===== src/rtl/spx_pkg.sv =====
package spx_pkg;

    typedef enum logic [1:0] {
        FLT_NONE  = 2'd0,
        FLT_SEG   = 2'd1,
        FLT_LIMIT = 2'd2,
        FLT_PROT  = 2'd3
    } fault_e;

    typedef enum logic [1:0] {
        ST_IDLE  = 2'd0,
        ST_CHECK = 2'd1,
        ST_ISSUE = 2'd2,
        ST_DATA  = 2'd3
    } state_e;

endpackage


===== src/rtl/spx_seg_table.sv =====
module spx_seg_table #(
    parameter int SEG_W  = 2,
    parameter int PTB_W  = 12,
    parameter int LENF_W = 13
) (
    input  logic              clk,
    input  logic              rst_n,
    input  logic              we,
    input  logic [SEG_W-1:0]  widx,
    input  logic              wvalid,
    input  logic [PTB_W-1:0]  wbase,
    input  logic [LENF_W-1:0] wlen,
    input  logic              wrd,
    input  logic              wwr,
    input  logic              wshare,
    input  logic [SEG_W-1:0]  ridx,
    output logic              rvalid,
    output logic [PTB_W-1:0]  rbase,
    output logic [LENF_W-1:0] rlen,
    output logic              rrd,
    output logic              rwr,
    output logic              rshare
);
    localparam int NSEG = 1 << SEG_W;

    typedef struct packed {
        logic              vld;
        logic [PTB_W-1:0]  base;
        logic [LENF_W-1:0] len;
        logic              rd;
        logic              wr;
        logic              sh;
    } entry_t;

    entry_t ent_q [NSEG];

    for (genvar i = 0; i < NSEG; i++) begin : g_ent
        entry_t ent_d;

        always_comb begin
            ent_d = ent_q[i];
            if (we && (widx == SEG_W'(i))) begin
                ent_d.vld  = wvalid;
                ent_d.base = wbase;
                ent_d.len  = wlen;
                ent_d.rd   = wrd;
                ent_d.wr   = wwr;
                ent_d.sh   = wshare;
            end
        end

        always_ff @(posedge clk) begin
            if (!rst_n) begin
                ent_q[i] <= '0;
            end else begin
                ent_q[i] <= ent_d;
            end
        end
    end

    always_comb begin
        rvalid = ent_q[ridx].vld;
        rbase  = ent_q[ridx].base;
        rlen   = ent_q[ridx].len;
        rrd    = ent_q[ridx].rd;
        rwr    = ent_q[ridx].wr;
        rshare = ent_q[ridx].sh;
    end

endmodule


===== src/rtl/spx_access_check.sv =====
module spx_access_check
    import spx_pkg::*;
#(
    parameter int PAGE_W = 4,
    parameter int OFF_W  = 8,
    parameter int PTB_W  = 12
) (
    input  logic                    ent_valid,
    input  logic [PTB_W-1:0]        ent_base,
    input  logic [PAGE_W+OFF_W:0]   ent_len,
    input  logic                    ent_rd,
    input  logic                    ent_wr,
    input  logic [PAGE_W-1:0]       page,
    input  logic [OFF_W-1:0]        off,
    input  logic                    is_write,
    output fault_e                  fault,
    output logic [PTB_W-1:0]        pt_addr
);
    localparam int SPAN_W = PAGE_W + OFF_W;

    logic [SPAN_W:0] span;
    logic            perm_ok;

    always_comb begin
        span    = {1'b0, page, off};
        perm_ok = is_write ? ent_wr : ent_rd;
        if (!ent_valid) begin
            fault = FLT_SEG;
        end else if (span >= ent_len) begin
            fault = FLT_LIMIT;
        end else if (!perm_ok) begin
            fault = FLT_PROT;
        end else begin
            fault = FLT_NONE;
        end
        pt_addr = ent_base + {{(PTB_W-PAGE_W){1'b0}}, page};
    end

endmodule


===== src/rtl/seg_page_xlate.sv =====
module seg_page_xlate
    import spx_pkg::*;
#(
    parameter int SEG_W   = 2,
    parameter int PAGE_W  = 4,
    parameter int OFF_W   = 8,
    parameter int PTB_W   = 12,
    parameter int FRAME_W = 8
) (
    input  logic                          clk,
    input  logic                          rst_n,
    input  logic                          req_valid,
    output logic                          req_ready,
    input  logic [SEG_W+PAGE_W+OFF_W-1:0] req_vaddr,
    input  logic                          req_write,
    input  logic                          st_we,
    input  logic [SEG_W-1:0]              st_idx,
    input  logic                          st_valid,
    input  logic [PTB_W-1:0]              st_base,
    input  logic [PAGE_W+OFF_W:0]         st_len,
    input  logic                          st_rd,
    input  logic                          st_wr,
    input  logic                          st_share,
    output logic                          pt_rd_en,
    output logic [PTB_W-1:0]              pt_rd_addr,
    input  logic [FRAME_W-1:0]            pt_rd_data,
    output logic                          res_valid,
    output logic [1:0]                    res_fault,
    output logic [FRAME_W+OFF_W-1:0]      res_paddr,
    output logic                          res_shared
);
    localparam int VA_W   = SEG_W + PAGE_W + OFF_W;
    localparam int PA_W   = FRAME_W + OFF_W;
    localparam int LENF_W = PAGE_W + OFF_W + 1;

    typedef struct packed {
        state_e            st;
        logic [VA_W-1:0]   va;
        logic              wr;
        logic              share_pend;
        logic              pt_en;
        logic [PTB_W-1:0]  pt_addr;
        logic              rv;
        fault_e            flt;
        logic [PA_W-1:0]   pa;
        logic              sh;
    } regs_t;

    regs_t r_d, r_q;

    logic [SEG_W-1:0]  cur_seg;
    logic [PAGE_W-1:0] cur_page;
    logic [OFF_W-1:0]  cur_off;

    assign cur_seg  = r_q.va[VA_W-1 -: SEG_W];
    assign cur_page = r_q.va[OFF_W +: PAGE_W];
    assign cur_off  = r_q.va[OFF_W-1:0];

    logic              e_valid, e_rd, e_wr, e_share;
    logic [PTB_W-1:0]  e_base;
    logic [LENF_W-1:0] e_len;
    fault_e            chk_fault;
    logic [PTB_W-1:0]  chk_pt_addr;

    spx_seg_table #(
        .SEG_W (SEG_W),
        .PTB_W (PTB_W),
        .LENF_W(LENF_W)
    ) i_table (
        .clk   (clk),
        .rst_n (rst_n),
        .we    (st_we),
        .widx  (st_idx),
        .wvalid(st_valid),
        .wbase (st_base),
        .wlen  (st_len),
        .wrd   (st_rd),
        .wwr   (st_wr),
        .wshare(st_share),
        .ridx  (cur_seg),
        .rvalid(e_valid),
        .rbase (e_base),
        .rlen  (e_len),
        .rrd   (e_rd),
        .rwr   (e_wr),
        .rshare(e_share)
    );

    spx_access_check #(
        .PAGE_W(PAGE_W),
        .OFF_W (OFF_W),
        .PTB_W (PTB_W)
    ) i_check (
        .ent_valid(e_valid),
        .ent_base (e_base),
        .ent_len  (e_len),
        .ent_rd   (e_rd),
        .ent_wr   (e_wr),
        .page     (cur_page),
        .off      (cur_off),
        .is_write (r_q.wr),
        .fault    (chk_fault),
        .pt_addr  (chk_pt_addr)
    );

    always_comb begin
        r_d       = r_q;
        r_d.rv    = 1'b0;
        r_d.pt_en = 1'b0;
        unique case (r_q.st)
            ST_IDLE: begin
                if (req_valid) begin
                    r_d.va = req_vaddr;
                    r_d.wr = req_write;
                    r_d.st = ST_CHECK;
                end
            end
            ST_CHECK: begin
                if (chk_fault != FLT_NONE) begin
                    r_d.rv  = 1'b1;
                    r_d.flt = chk_fault;
                    r_d.pa  = '0;
                    r_d.sh  = 1'b0;
                    r_d.st  = ST_IDLE;
                end else begin
                    r_d.pt_en      = 1'b1;
                    r_d.pt_addr    = chk_pt_addr;
                    r_d.share_pend = e_share;
                    r_d.st         = ST_ISSUE;
                end
            end
            ST_ISSUE: begin
                r_d.st = ST_DATA;
            end
            ST_DATA: begin
                r_d.rv  = 1'b1;
                r_d.flt = FLT_NONE;
                r_d.pa  = {pt_rd_data, cur_off};
                r_d.sh  = r_q.share_pend;
                r_d.st  = ST_IDLE;
            end
            default: r_d.st = ST_IDLE;
        endcase
    end

    always_ff @(posedge clk) begin
        if (!rst_n) begin
            r_q <= '0;
        end else begin
            r_q <= r_d;
        end
    end

    assign req_ready  = (r_q.st == ST_IDLE);
    assign pt_rd_en   = r_q.pt_en;
    assign pt_rd_addr = r_q.pt_addr;
    assign res_valid  = r_q.rv;
    assign res_fault  = r_q.flt;
    assign res_paddr  = r_q.pa;
    assign res_shared = r_q.sh;

endmodule


===== config.mk =====
export PLATFORM = sky130hd
export DESIGN_NAME = seg_page_xlate
export DESIGN_NICKNAME = d
export VERILOG_FILES = /design/src/rtl/spx_pkg.sv /design/src/rtl/spx_seg_table.sv /design/src/rtl/spx_access_check.sv /design/src/rtl/seg_page_xlate.sv
export SDC_FILE = /design/constraint.sdc
export NUM_CORES = 1
export LEC_CHECK = 0
export ABC_AREA = 1
export BUFFER_PORTS_ARGS = -buffer_cell sky130_fd_sc_hd__buf_2
export CAP_MARGIN = 20
export CORE_UTILIZATION = 32
export CTS_CLUSTER_DIAMETER = 100
export DETAILED_ROUTE_END_ITERATION = 8
export GPL_ROUTABILITY_DRIVEN = 1
export PLACE_DENSITY = 0.58
export SYNTH_ARGS = -nofsm -noshare
export SYNTH_HDL_FRONTEND = slang
export SYNTH_SLANG_ARGS = --single-unit

===== constraint.sdc =====
create_clock -name clk -period 3.8 [get_ports clk]
set_input_delay 0.38 -clock clk [delete_from_list [all_inputs] [get_ports clk]]
set_output_delay 0.38 -clock clk [all_outputs]
set_load 0.05 [all_outputs]

==> out/metrics.yaml <==
global_route:
  grt_pass1_vias: 5405
  grt_start_max_net_pins: 44
  overflow: 0
  grtUsageTotal: 0.149
  antenna_found_initial: 0
  grt_pass1_wl_um: 28100
power_and_ir_drop:
  powerDensity_nw_per_um2: 501
  clockPowerShare: 0.383
  internal-power_mw: 3.32
  power_mw: 4.50
  switching_share: 0.262
  vdd_ir_drop_max_v: 0.000339
  p_sw_mw: 1.18
  power.share.combinational: 0.140
  cellLeakagePower_nw: 4.05
  seq_power_share: 0.477
setup_path:
  crit_type: "reg2reg"
  critical_path_required_ns: 4.16
  crit_top_cell: "nand2_1"
  crit_slowest_cell: "inv_1"
  critical-path-top-delay-family: "simple AND/OR/NAND/NOR gates"
  worstPathCellList: "inv_1 > buf_4 > a21oi_1 > a32o_1 > ha_1 > nand2_1 > inv_1 > a21oi_1 > nand2_1 > nand2_1 > nand2_1 > nor2_4 > nand4_4 > nand2_1 > nand2_1 > nor2_1"
  crit_buf_inv: 3
  slowest_delay_ns: 0.57
  critPathMaxFanout: 27
  worstSetupStartpointType: "flop"
  ff2ff_setup_slack_ns: 0.74
  critPathCaptureType: "flop"
  worstReg2RegEnd: "pt_rd_addr[6]"
  crit_arrival_ns: 3.42
  r2r_cells: 16
worst_hold_path:
  min_from: "pt_rd_data[5]"
  hold_path_depth: 3
  min_to: "res_paddr[13]"
  min_path_type: "in2reg"
timing:
  hold_slack_ns: 0.156
  hold_violations: 0
  maxSlewHeadroom: 0.483
  min_period_ns: 3.06
  skew_ns: 0.00584
  fin_tns_setup_ns: 0
  setup_viol: 0
  drv_slew: 0
  rsz0062_at_grt: "no"
  fin_crit_sh: 0.805
  max_freq_ghz: 0.327
  worst_slew_pin_slew_ns: 0.775
yosys:
  synth_seq_cells: 169
  synth_nets: 951
  synth_ff_type: "edfxtp_1"
  yosys_warnings: 0
  synthTopCellsByCount: "nor2_1, nand2_1, edfxtp_1, inv_1, dfxtp_1"
  netlist_instances: 876
  yosysMostFrequentCell: "nor2_1"
  synth_area_leaders: "edfxtp_1, dfxtp_1, nor2_1"
  synth_edf_count: 116
  ys_seq_area_frac: 0.579
  netlist.area_leader.share: 0.444
  ys_types: 32
  yosysTopAreaCell: "edfxtp_1"
  synth.cell_area_um2: 7850
  syn_area_per_cell_um2: 8.96
  async_flop_share: 0
finish:
  fillCellCount: 2377
  areaGrowthSynthToFinish_pct: 14.6
  drive_gt1_frac: 0.154
  layout.nets: 1005
  antenna_cells: 0
job:
  cap_violations: 0
cts:
  worstSkewPairLatency_ns: 0.42
  holdBufCountCts: 0
  cts_tree: "yes"
  cts_made_buffers: 17
  path_clk_slew_ns: 0.06
  cts.sinks: 169
  cts-htree-levels: 4
  root_buffer: "clkbuf_16"
  cts_max_path_buffers: 2
  postCtsSetupBuffers: 0
  post_cts_resized: 0
detailed_routing:
  firstDrtPassIters: 7
  vias: 5601
  routedWlPerCell_um: 14.2
  drc: 0
  drt-initial-drc-count: 378
  ant_nets: 0
  routed_via_density: 4.44
  routed_wl_um: 17900
place:
  dp_hpwl_um: 11700
  port_buffers: 91
  gp_congestion: 0.808
floorplan:
  io-pin-count: 92
  core-area_um2: 23800
  die_x_um: 159
  start_util: 0.331
  die_area_um2: 25200
  die_height_um: 159
  num_rows: 56
outcome:
  outcome: "completed"
cell usage in the layout, fill, tap and decap left out, drive strengths merged:
cell type and n:
edfxtp 116, bufinv 3, nand4 6, xor2 5
o21bai 1, nand2 189, buf 109, inv 80
fa 1, o22ai 8, clkinvlp 3, nor3 3
clkbuf 19, a21oi 20, clkinv 7, nand3b 2
o211ai 4, nand3 42, o21ai 37, nor2 205
ha 16, a32oi 1, xnor2 2, a32o 11
dfxtp 53
layout make-up:
type | instances | area [µm²] | share of cell area
clock buffer | 19 | 433 | 0.0481
tap | 319 | 399 | 0.0444
timing repair buffer | 109 | 591 | 0.0656
multi-input combinational | 553 | 2570 | 0.286
inverter | 80 | 300 | 0.0334
clock inverter | 13 | 154 | 0.0171
sequential | 169 | 4550 | 0.505
logic make-up (layout without fill, tap and decap cells):
| kind of cell | count (synthesis) | in the layout | share of synthesized area |
|---|---|---|---|
| xor+xnor | 7 | 7 | 0.00781 |
| compound gates | 82 | 82 | 0.0626 |
| flops | 169 | 169 | 0.579 |
| simple gates | 447 | 447 | 0.229 |
| fa+ha+maj | 17 | 17 | 0.0280 |
| buf+inv | 154 | 221 | 0.0934 |
how the worst max path moves through the flow:
stage,from,endpoint,slack (ns),cells after the start
after global routing,flop,pt_rd_addr[6],0.37,16
after floorplan,flop,pt_rd_addr[8],1.0,17
after detailed placement,flop,r_q[33],0.75,16
after CTS,flop,pt_rd_addr[6],0.71,16
final,flop,pt_rd_addr[6],0.74,16
after global placement,flop,pt_rd_addr[8],0.83,13
worst min-delay path, stage by stage:
cell,delay [ns]
buf_2,0.08
nand2_1,0.04
nand2_1,0.05
power by group through the flow:
stage	Sequential, mW	Combinational, mW	Clock, mW
after floorplan	2.17	0.475	0
after global placement	2.19	0.629	0
after detailed placement	2.19	0.636	0
after CTS	2.15	0.640	1.76
after global routing	2.16	0.716	1.84
final	2.15	0.632	1.72
routing by layer:
layer / GRT usage / share of wire / up-vias
li1: - / - / 2922
met1: 0.190 / 0.47 / 2533
met2: 0.245 / 0.46 / 126
met3: 0.0354 / 0.058 / 20
met4: 0.0559 / 0.016 / 0
met5: 0 / 0 / -
registers in the layout, summed over array words and instances, names as in the netlist, named ones only:
register / count
res_valid: 1
i_table.ent_q: 116
res_paddr: 16
res_shared: 1
cur_page: 4
pt_rd_en: 1
r_q: 3
cur_seg: 2
res_fault: 2
pt_rd_addr: 12
cur_off: 8
metrics by stage:
stage          setup WS, ns  instance area [µm²]   util  cells
2_1_floorplan         0.999                 7850      -    876
3_3_place_gp          0.831                 8410  0.354   1230
3_5_place_dp          0.746                 8410  0.354   1230
4_1_cts               0.715                 9000  0.379   1262
5_1_grt               0.366                 9000  0.379   1262
6_report              0.739                 9000  0.379   1262
No activity file was read; power rests on OpenSTA's default activity.
